===== config.mk =====
export PLATFORM = sky130hd
export DESIGN_NAME = exc_entry_seq
export DESIGN_NICKNAME = d
export VERILOG_FILES = /design/src/rtl/exc_pkg.sv /design/src/rtl/exc_req_arbiter.sv /design/src/rtl/exc_flag_stack.sv /design/src/rtl/exc_ctx_calc.sv /design/src/rtl/exc_entry_seq.sv
export SDC_FILE = /design/constraint.sdc
export NUM_CORES = 1
export LEC_CHECK = 0
export ABC_AREA = 0
export BUFFER_PORTS_ARGS = -buffer_cell sky130_fd_sc_hd__buf_2
export CORE_AREA = 2 2 193 195
export CTS_CLUSTER_DIAMETER = 100
export DETAILED_ROUTE_END_ITERATION = 8
export DIE_AREA = 0 0 195 197
export PLACE_DENSITY = 0.44
export SYNTH_ARGS = -nofsm -noshare
export SYNTH_HDL_FRONTEND = slang
export SYNTH_SLANG_ARGS = --single-unit

===== constraint.sdc =====
create_clock -name clk_i -period 2.7 [get_ports clk_i]
set_clock_uncertainty 0.2 [all_clocks]
set_input_delay 0.54 -clock clk_i [delete_from_list [all_inputs] [get_ports clk_i]]
set_output_delay 0.54 -clock clk_i [all_outputs]
set_load 0.05 [all_outputs]

===== src/rtl/exc_pkg.sv =====
package exc_pkg;

    typedef enum logic [2:0] {
        ST_IDLE,
        ST_SAVE,
        ST_FETCH,
        ST_WAIT_RDATA,
        ST_DONE
    } exc_state_e;

    typedef enum logic [1:0] {
        CLS_IRQ,
        CLS_NMI,
        CLS_BRK,
        CLS_FLT
    } exc_cls_e;

endpackage


===== src/rtl/exc_req_arbiter.sv =====
module exc_req_arbiter
    import exc_pkg::*;
#(
    parameter int XLEN   = 32,
    parameter int VEC_W  = 8,
    parameter int IE_BIT = 4,
    parameter int M_BIT  = 30
) (
    input  logic             enable_i,
    input  logic             irq_req_i,
    input  logic             irq_lock_i,
    input  logic             nmi_req_i,
    input  logic             brk_req_i,
    input  logic             fault_req_i,
    input  logic [XLEN-1:0]  ccs_i,
    input  logic [VEC_W-1:0] irq_vec_i,
    input  logic [VEC_W-1:0] trap_vec_i,
    input  logic [VEC_W-1:0] fault_vec_i,
    output logic             take_o,
    output exc_cls_e         cls_o,
    output logic [VEC_W-1:0] vec_o
);

    logic irq_ok;
    logic nmi_ok;

    // gating: enable flag set and no lock for maskable, M flag for non-maskable
    assign irq_ok = irq_req_i && ccs_i[IE_BIT] && !irq_lock_i;
    assign nmi_ok = nmi_req_i && ccs_i[M_BIT];

    // fixed priority: fault, break, maskable, non-maskable
    always_comb begin
        take_o = 1'b0;
        cls_o  = CLS_IRQ;
        vec_o  = '0;
        if (fault_req_i) begin
            take_o = enable_i;
            cls_o  = CLS_FLT;
            vec_o  = fault_vec_i;
        end else if (brk_req_i) begin
            take_o = enable_i;
            cls_o  = CLS_BRK;
            vec_o  = trap_vec_i;
        end else if (irq_ok) begin
            take_o = enable_i;
            cls_o  = CLS_IRQ;
            vec_o  = irq_vec_i;
        end else if (nmi_ok) begin
            take_o = enable_i;
            cls_o  = CLS_NMI;
            vec_o  = '0;
        end
    end

endmodule


===== src/rtl/exc_flag_stack.sv =====
module exc_flag_stack #(
    parameter int XLEN      = 32,
    parameter int KEEP_W    = 2,
    parameter int SHIFT_W   = 10,
    parameter int M_BIT     = 30
) (
    input  logic [XLEN-1:0] ccs_i,
    input  logic            clr_m_i,
    output logic [XLEN-1:0] ccs_o
);

    localparam int LOW_W = XLEN - KEEP_W - SHIFT_W;

    logic [XLEN-1:0] masked;

    always_comb begin
        masked = ccs_i;
        if (clr_m_i) begin
            masked[M_BIT] = 1'b0;
        end
    end

    generate
        if (SHIFT_W == 0) begin : g_noshift
            assign ccs_o = masked;
        end else begin : g_shift
            // top bits kept, low field moved up one level, lowest level emptied
            assign ccs_o = {masked[XLEN-1 -: KEEP_W], masked[LOW_W-1:0], {SHIFT_W{1'b0}}};
        end
    endgenerate

endmodule


===== src/rtl/exc_ctx_calc.sv =====
module exc_ctx_calc #(
    parameter int XLEN    = 32,
    parameter int VEC_W   = 8,
    parameter int DS_W    = 3,
    parameter int EXS_LSB = 8
) (
    input  logic [XLEN-1:0]  pc_i,
    input  logic [DS_W-1:0]  dslot_i,
    input  logic [VEC_W-1:0] vec_i,
    input  logic [XLEN-1:0]  ebp_i,
    output logic [XLEN-1:0]  ret_addr_o,
    output logic [XLEN-1:0]  exs_o,
    output logic [XLEN-1:0]  tbl_addr_o
);

    localparam int EXS_HI_W = XLEN - VEC_W - EXS_LSB;
    localparam int IDX_PAD  = XLEN - VEC_W - 2;

    assign ret_addr_o = pc_i - {{(XLEN-DS_W){1'b0}}, dslot_i};
    assign exs_o      = {{EXS_HI_W{1'b0}}, vec_i, {EXS_LSB{1'b0}}};
    assign tbl_addr_o = ebp_i + {{IDX_PAD{1'b0}}, vec_i, 2'b00};

endmodule


===== src/rtl/exc_entry_seq.sv =====
module exc_entry_seq
    import exc_pkg::*;
#(
    parameter int XLEN      = 32,
    parameter int VEC_W     = 8,
    parameter int DS_W      = 3,
    parameter int IE_BIT    = 4,
    parameter int U_BIT     = 5,
    parameter int M_BIT     = 30,
    parameter int KEEP_W    = 2,
    parameter int SHIFT_W   = 10,
    parameter int EXS_LSB   = 8
) (
    input  logic             clk_i,
    input  logic             rst_i,
    input  logic             irq_req_i,
    input  logic [VEC_W-1:0] irq_vec_i,
    input  logic             irq_lock_i,
    input  logic             nmi_req_i,
    input  logic             brk_req_i,
    input  logic [VEC_W-1:0] trap_vec_i,
    input  logic             fault_req_i,
    input  logic [VEC_W-1:0] fault_vec_i,
    input  logic             dslot_ld_i,
    input  logic [DS_W-1:0]  dslot_val_i,
    input  logic [XLEN-1:0]  pc_i,
    input  logic [XLEN-1:0]  ccs_i,
    input  logic [XLEN-1:0]  sp_i,
    input  logic [XLEN-1:0]  ksp_i,
    input  logic [XLEN-1:0]  ebp_i,
    output logic             erp_we_o,
    output logic [XLEN-1:0]  erp_wdata_o,
    output logic             nrp_we_o,
    output logic [XLEN-1:0]  nrp_wdata_o,
    output logic             exs_we_o,
    output logic [XLEN-1:0]  exs_wdata_o,
    output logic             ccs_we_o,
    output logic [XLEN-1:0]  ccs_wdata_o,
    output logic             usp_we_o,
    output logic [XLEN-1:0]  usp_wdata_o,
    output logic             sp_we_o,
    output logic [XLEN-1:0]  sp_wdata_o,
    output logic             rd_req_o,
    output logic [XLEN-1:0]  rd_addr_o,
    input  logic             rd_ready_i,
    input  logic             rd_rvalid_i,
    input  logic [XLEN-1:0]  rd_rdata_i,
    output logic             pc_we_o,
    output logic [XLEN-1:0]  pc_wdata_o,
    output logic             done_o,
    output logic             busy_o
);

    exc_state_e       state_q, state_d;
    exc_cls_e         cls_q, arb_cls;
    logic             arb_take;
    logic [VEC_W-1:0] arb_vec, vec_q;
    logic [XLEN-1:0]  pc_q, ccs_q, sp_q, pc_new_q;
    logic [DS_W-1:0]  dslot_q, ds_snap_q;
    logic [XLEN-1:0]  ret_addr, exs_val, tbl_addr, ccs_pushed;

    exc_req_arbiter #(
        .XLEN   (XLEN),
        .VEC_W  (VEC_W),
        .IE_BIT (IE_BIT),
        .M_BIT  (M_BIT)
    ) u_arb (
        .enable_i    (state_q == ST_IDLE),
        .irq_req_i   (irq_req_i),
        .irq_lock_i  (irq_lock_i),
        .nmi_req_i   (nmi_req_i),
        .brk_req_i   (brk_req_i),
        .fault_req_i (fault_req_i),
        .ccs_i       (ccs_i),
        .irq_vec_i   (irq_vec_i),
        .trap_vec_i  (trap_vec_i),
        .fault_vec_i (fault_vec_i),
        .take_o      (arb_take),
        .cls_o       (arb_cls),
        .vec_o       (arb_vec)
    );

    exc_flag_stack #(
        .XLEN    (XLEN),
        .KEEP_W  (KEEP_W),
        .SHIFT_W (SHIFT_W),
        .M_BIT   (M_BIT)
    ) u_fstk (
        .ccs_i   (ccs_q),
        .clr_m_i (cls_q == CLS_NMI),
        .ccs_o   (ccs_pushed)
    );

    exc_ctx_calc #(
        .XLEN    (XLEN),
        .VEC_W   (VEC_W),
        .DS_W    (DS_W),
        .EXS_LSB (EXS_LSB)
    ) u_ctx (
        .pc_i       (pc_q),
        .dslot_i    (ds_snap_q),
        .vec_i      (vec_q),
        .ebp_i      (ebp_i),
        .ret_addr_o (ret_addr),
        .exs_o      (exs_val),
        .tbl_addr_o (tbl_addr)
    );

    // next-state logic
    always_comb begin
        state_d = state_q;
        unique case (state_q)
            ST_IDLE:       if (arb_take) state_d = ST_SAVE;
            ST_SAVE:       state_d = ST_FETCH;
            ST_FETCH:      if (rd_ready_i) state_d = ST_WAIT_RDATA;
            ST_WAIT_RDATA: if (rd_rvalid_i) state_d = ST_DONE;
            ST_DONE:       state_d = ST_IDLE;
            default:       state_d = ST_IDLE;
        endcase
    end

    // state register
    always_ff @(posedge clk_i) begin
        if (rst_i) begin
            state_q <= ST_IDLE;
        end else begin
            state_q <= state_d;
        end
    end

    // entry snapshot, delay-slot offset and fetched handler address
    always_ff @(posedge clk_i) begin
        if (rst_i) begin
            cls_q     <= CLS_IRQ;
            vec_q     <= '0;
            pc_q      <= '0;
            ccs_q     <= '0;
            sp_q      <= '0;
            ds_snap_q <= '0;
            dslot_q   <= '0;
            pc_new_q  <= '0;
        end else begin
            if (state_q == ST_IDLE && arb_take) begin
                cls_q     <= arb_cls;
                vec_q     <= arb_vec;
                pc_q      <= pc_i;
                ccs_q     <= ccs_i;
                sp_q      <= sp_i;
                ds_snap_q <= dslot_q;
            end
            if (state_q == ST_SAVE) begin
                dslot_q <= '0;
            end else if (dslot_ld_i) begin
                dslot_q <= dslot_val_i;
            end
            if (state_q == ST_WAIT_RDATA && rd_rvalid_i) begin
                pc_new_q <= rd_rdata_i;
            end
        end
    end

    // outputs per state
    always_comb begin
        erp_we_o    = 1'b0;
        nrp_we_o    = 1'b0;
        exs_we_o    = 1'b0;
        ccs_we_o    = 1'b0;
        usp_we_o    = 1'b0;
        sp_we_o     = 1'b0;
        rd_req_o    = 1'b0;
        pc_we_o     = 1'b0;
        done_o      = 1'b0;
        erp_wdata_o = ret_addr;
        nrp_wdata_o = pc_q;
        exs_wdata_o = exs_val;
        ccs_wdata_o = ccs_pushed;
        usp_wdata_o = sp_q;
        sp_wdata_o  = ksp_i;
        rd_addr_o   = tbl_addr;
        pc_wdata_o  = pc_new_q;
        busy_o      = (state_q != ST_IDLE);
        unique case (state_q)
            ST_IDLE: ;
            ST_SAVE: begin
                erp_we_o = (cls_q != CLS_NMI);
                nrp_we_o = (cls_q == CLS_NMI);
                exs_we_o = 1'b1;
                ccs_we_o = 1'b1;
                usp_we_o = ccs_q[U_BIT];
                sp_we_o  = ccs_q[U_BIT];
            end
            ST_FETCH:      rd_req_o = 1'b1;
            ST_WAIT_RDATA: ;
            ST_DONE: begin
                pc_we_o = 1'b1;
                done_o  = 1'b1;
            end
            default: ;
        endcase
    end


    irq_gate_chk: assert property (@(posedge clk_i) disable iff (rst_i)
        (!busy_o && irq_req_i && (!ccs_i[IE_BIT] || irq_lock_i)
         && !nmi_req_i && !brk_req_i && !fault_req_i) |=> !busy_o);


    nmi_ret_chk: assert property (@(posedge clk_i) disable iff (rst_i)
        nrp_we_o |-> (!erp_we_o && ccs_we_o && !ccs_wdata_o[M_BIT]));


    exs_fmt_chk: assert property (@(posedge clk_i) disable iff (rst_i)
        exs_we_o |-> (exs_wdata_o[EXS_LSB-1:0] == '0
                      && exs_wdata_o[XLEN-1:EXS_LSB+VEC_W] == '0));


    ccs_low_chk: assert property (@(posedge clk_i) disable iff (rst_i)
        ccs_we_o |-> (ccs_wdata_o[SHIFT_W-1:0] == '0));


    stack_swap_chk: assert property (@(posedge clk_i) disable iff (rst_i)
        sp_we_o |-> (usp_we_o && ccs_we_o && sp_wdata_o == ksp_i));


    addr_align_chk: assert property (@(posedge clk_i) disable iff (rst_i)
        rd_req_o |-> (rd_addr_o[1:0] == 2'b00));


    req_hold_chk: assert property (@(posedge clk_i) disable iff (rst_i)
        (rd_req_o && !rd_ready_i) |=> (rd_req_o && $stable(rd_addr_o)));


    done_pulse_chk: assert property (@(posedge clk_i) disable iff (rst_i)
        done_o |=> (!done_o && !busy_o));


    done_pc_chk: assert property (@(posedge clk_i) disable iff (rst_i)
        done_o |-> pc_we_o);


    busy_hold_chk: assert property (@(posedge clk_i) disable iff (rst_i)
        (busy_o && !done_o) |=> busy_o);


    reset_idle_chk: assert property (@(posedge clk_i)
        rst_i |=> (!busy_o && !rd_req_o && !done_o));

endmodule


==> reports/metrics.csv <==
metric;value;unit
global-route wire length before repair;40.5;mm
CTS buffer count;17;
count of flip-flops with a built-in enable after synthesis;0;
Placed Area;11100;sq um
Max clock buf depth;2;
sequential share of the synthesized area;0.385;
crit path cell chain;or4_4 > or3_4 > buf_4 > buf_4 > nor3_4 > xor2_4 > buf_8;
CP max FO;3;
Clock Sink Count;137;
initial core utilization;0.197;
worst-case headroom to the max-slew limit;0.548;
Initial DRT Pass Iterations;4;
Routability Congestion;0.750;
Synth top area share;0.385;
Crit path depth;7;
share of post-route cells with drive strength above 1;0.525;
CP max stage delay;0.53;ns
routed wire length;26.7;mm
IO Count;495;
min-delay src;sp_i[30];
total gr overflow;0;
Skew-Pair Late Insertion Delay;0.43;ns
Largest delay share family, worst path;simple AND/OR/NAND/NOR gates;
cell mode on critical path;buf_4;
Synth cell types;51;
Die Height;197;microns
Final Cell Area;12600;sq um
Final WS setup;-0.608;ns
Synth Area in XOR/XNOR;0.0698;
via count;7536;
Hold Slack;0.143;ns
core area;36300;sq um
Die ar.;38400;sq um
run status;finished with violations;
Syn Std Cell Area;7130;sq um
largest cells by area after synthesis;dfxtp_1, nand2_1, buf_4, a21oi_1, xnor2_1;
clock-pin slew on the worst setup and hold paths;0.06;ns
RSZ-0062 raised after global routing;true;
I/O Buffers;382;
Total Routing Usage GR;0.136;
largest net degree at the start of global routing;49;
max cap viols;0;
ANT nets after route;0;
commonest non-fill, non-tap cell in the layout;buf_2;
Area Overhead vs Synth;76.2;%
Startpoint Class;flip-flop;
largest area contributor in the netlist;dfxtp_1;
mux share of post-synthesis cell area;0.00421;
FF+latch area;2800;sq um
Critical Path RT;1.96;ns
fillcell total;3833;
worst hold path depth;3;
Syn Area/Cell;7.67;sq um
average wire per standard cell;14.6;microns
Rows;70;
final worst path period need;3.31;ns
DP HPWL;20.8;mm
post-synthesis sequential element count;137;
Util after Layout;0.346;
crit path DAT;2.57;ns
failing checks;negative setup slack;
initial antenna violation count;0;
Mapped Cells;929;
commonest cells after routing, fill and taps aside;buf_2, nand2_1, a21oi_1;
post-synthesis compound-gate area fraction;0.126;
Worst setup EP type;output pin;
CTS tree;yes;
PwrDens;666;nW/um^2
fin nets;1592;
leakage power;0.00588;uW
Async SR Flop Fraction;0;
DRT iter0 DRCs;193;
final count of pins violating max slew;0;
CP Launch Point;nrp_wdata_o[17]$_SDFFE_PP0P_;
WHS Endpoint;usp_wdata_o[30]$_SDFFE_PP0P_;
largest family of logic cells by synthesized area;simple AND/OR/NAND/NOR gates;
detail-routed via count per cell;4.12;
multi-input logic area;5020;sq um
critical path class;flip-flop to output pin;
drt drc;0;
final setup vio count;52;
slowest stage cell, crit path;or4_4;
Placed Cells;1780;
vias in the first global route;7265;
fin cells;1829;
CTS root buf;clkbuf_16;
Reg2Reg Setup Slack;0.49;ns
r2r startpoint;state_q[1]$_SDFFE_PP0P_;
Post-CTS Hold Fix Bufs;0;
CTS H-tree lvls;4;
YS warnings;0;
Peak supply drop;0.549;mV
final hold vios;0;
adder-cell share of the synthesized area;0.0249;
Post-Synth Simple-Gate Area;0.250;
Hold/Removal Path Class;primary input to flip-flop;
prevailing post-synth register cell;dfxtp_1;
worst path bufs/invs;3;
Worst R2R End;usp_wdata_o[9]$_SDFFE_PP0P_;
worst slew pin tran;0.678;ns
diode count;0;
Die X-Extent;195;microns
Final period util;1.23;
Reg2Reg Depth;6;
maximum clock frequency;302;MHz
metrics by stage:
stage	setup slack [ns]	TNS, ns	power (uW)
3_3_place_gp	-0.532	-13.73	5780
4_1_cts	-0.661	-23.27	8420
6_report	-0.608	-20.60	8360
2_1_floorplan	-0.364	-6.75	4900
5_1_grt	-0.704	-26.46	8800
3_5_place_dp	-0.546	-14.40	5800
sequential cells by signal, summed over array words and instances, names as in the netlist:
signal / flops
state_q: 3
ccs_q: 22
usp_wdata_o: 32
vec_q: 8
cls_q: 2
ds_snap_q: 3
nrp_wdata_o: 32
pc_wdata_o: 32
dslot_q: 3
synth_stat cells (4+ instances only):
master / number
buf_4: 94
xnor2_1: 28
nor2_1: 22
and3_1: 5
a21oi_1: 139
nand3_1: 15
nand2_1: 267
dfxtp_1: 137
a221o_1: 8
and2_1: 4
ha_1: 11
nand4_1: 8
nor3_1: 19
inv_1: 19
nor4b_1: 4
or4_1: 4
buf_2: 14
o21ai_0: 7
nor4_1: 4
nand2b_1: 13
xor2_1: 27
clkbuf_1: 33
power by group:
group,switching [uW],internal [uW],leakage [uW]
Combinational,2400,1340,0.00446
Clock,902,1380,0.000278
Sequential,123,2210,0.00114
tightest hold or removal path: stages:
cell and delay, ns:
buf_2 0.09, nand2_1 0.04, a21oi_1 0.05
kinds of logic after synthesis:
group	count (synthesis)
flops	137
compound gates	166
buf+inv	163
fa+ha+maj	13
other cells	1
xor+xnor	56
mux	3
simple gates	390
what timing repair did:
| action | CTS | global route |
|---|---|---|
| setup buffers | 10 | 10 |
| endpoints found under the setup margin | 57 | 55 |
| pin swaps | 35 | 28 |
| gates resized for setup | 161 | 29 |
| cloned | 0 | 0 |
layout make-up:
cell class / count / share of cell area
Multi-Input combinational cell: 662 / 0.400
Timing Repair Buffer: 513 / 0.280
Sequential cell: 137 / 0.223
Tap cell: 468 / 0.0466
Clock buffer: 24 / 0.0400
Inverter: 19 / 0.00588
Clock inverter: 6 / 0.00498
routing by layer:
metal,wire (microns),share of wire,vias to the layer above,GRT usage
met5,0,0,-,0
li1,-,-,3759,-
met2,13700,0.51,223,0.237
met4,586,0.022,0,0.0517
met3,1410,0.053,32,0.0337
met1,11000,0.41,3522,0.161
worst max path at each step:
| stage | end | slack (ns) |
|---|---|---|
| after global routing | erp_wdata_o[31] | -0.70 |
| final | erp_wdata_o[29] | -0.61 |
| after floorplan | erp_wdata_o[17] | -0.36 |
| after global placement | rd_addr_o[26] | -0.53 |
| after CTS | erp_wdata_o[31] | -0.66 |
| after detailed placement | rd_addr_o[22] | -0.55 |
(Power assumes the default switching activity.)
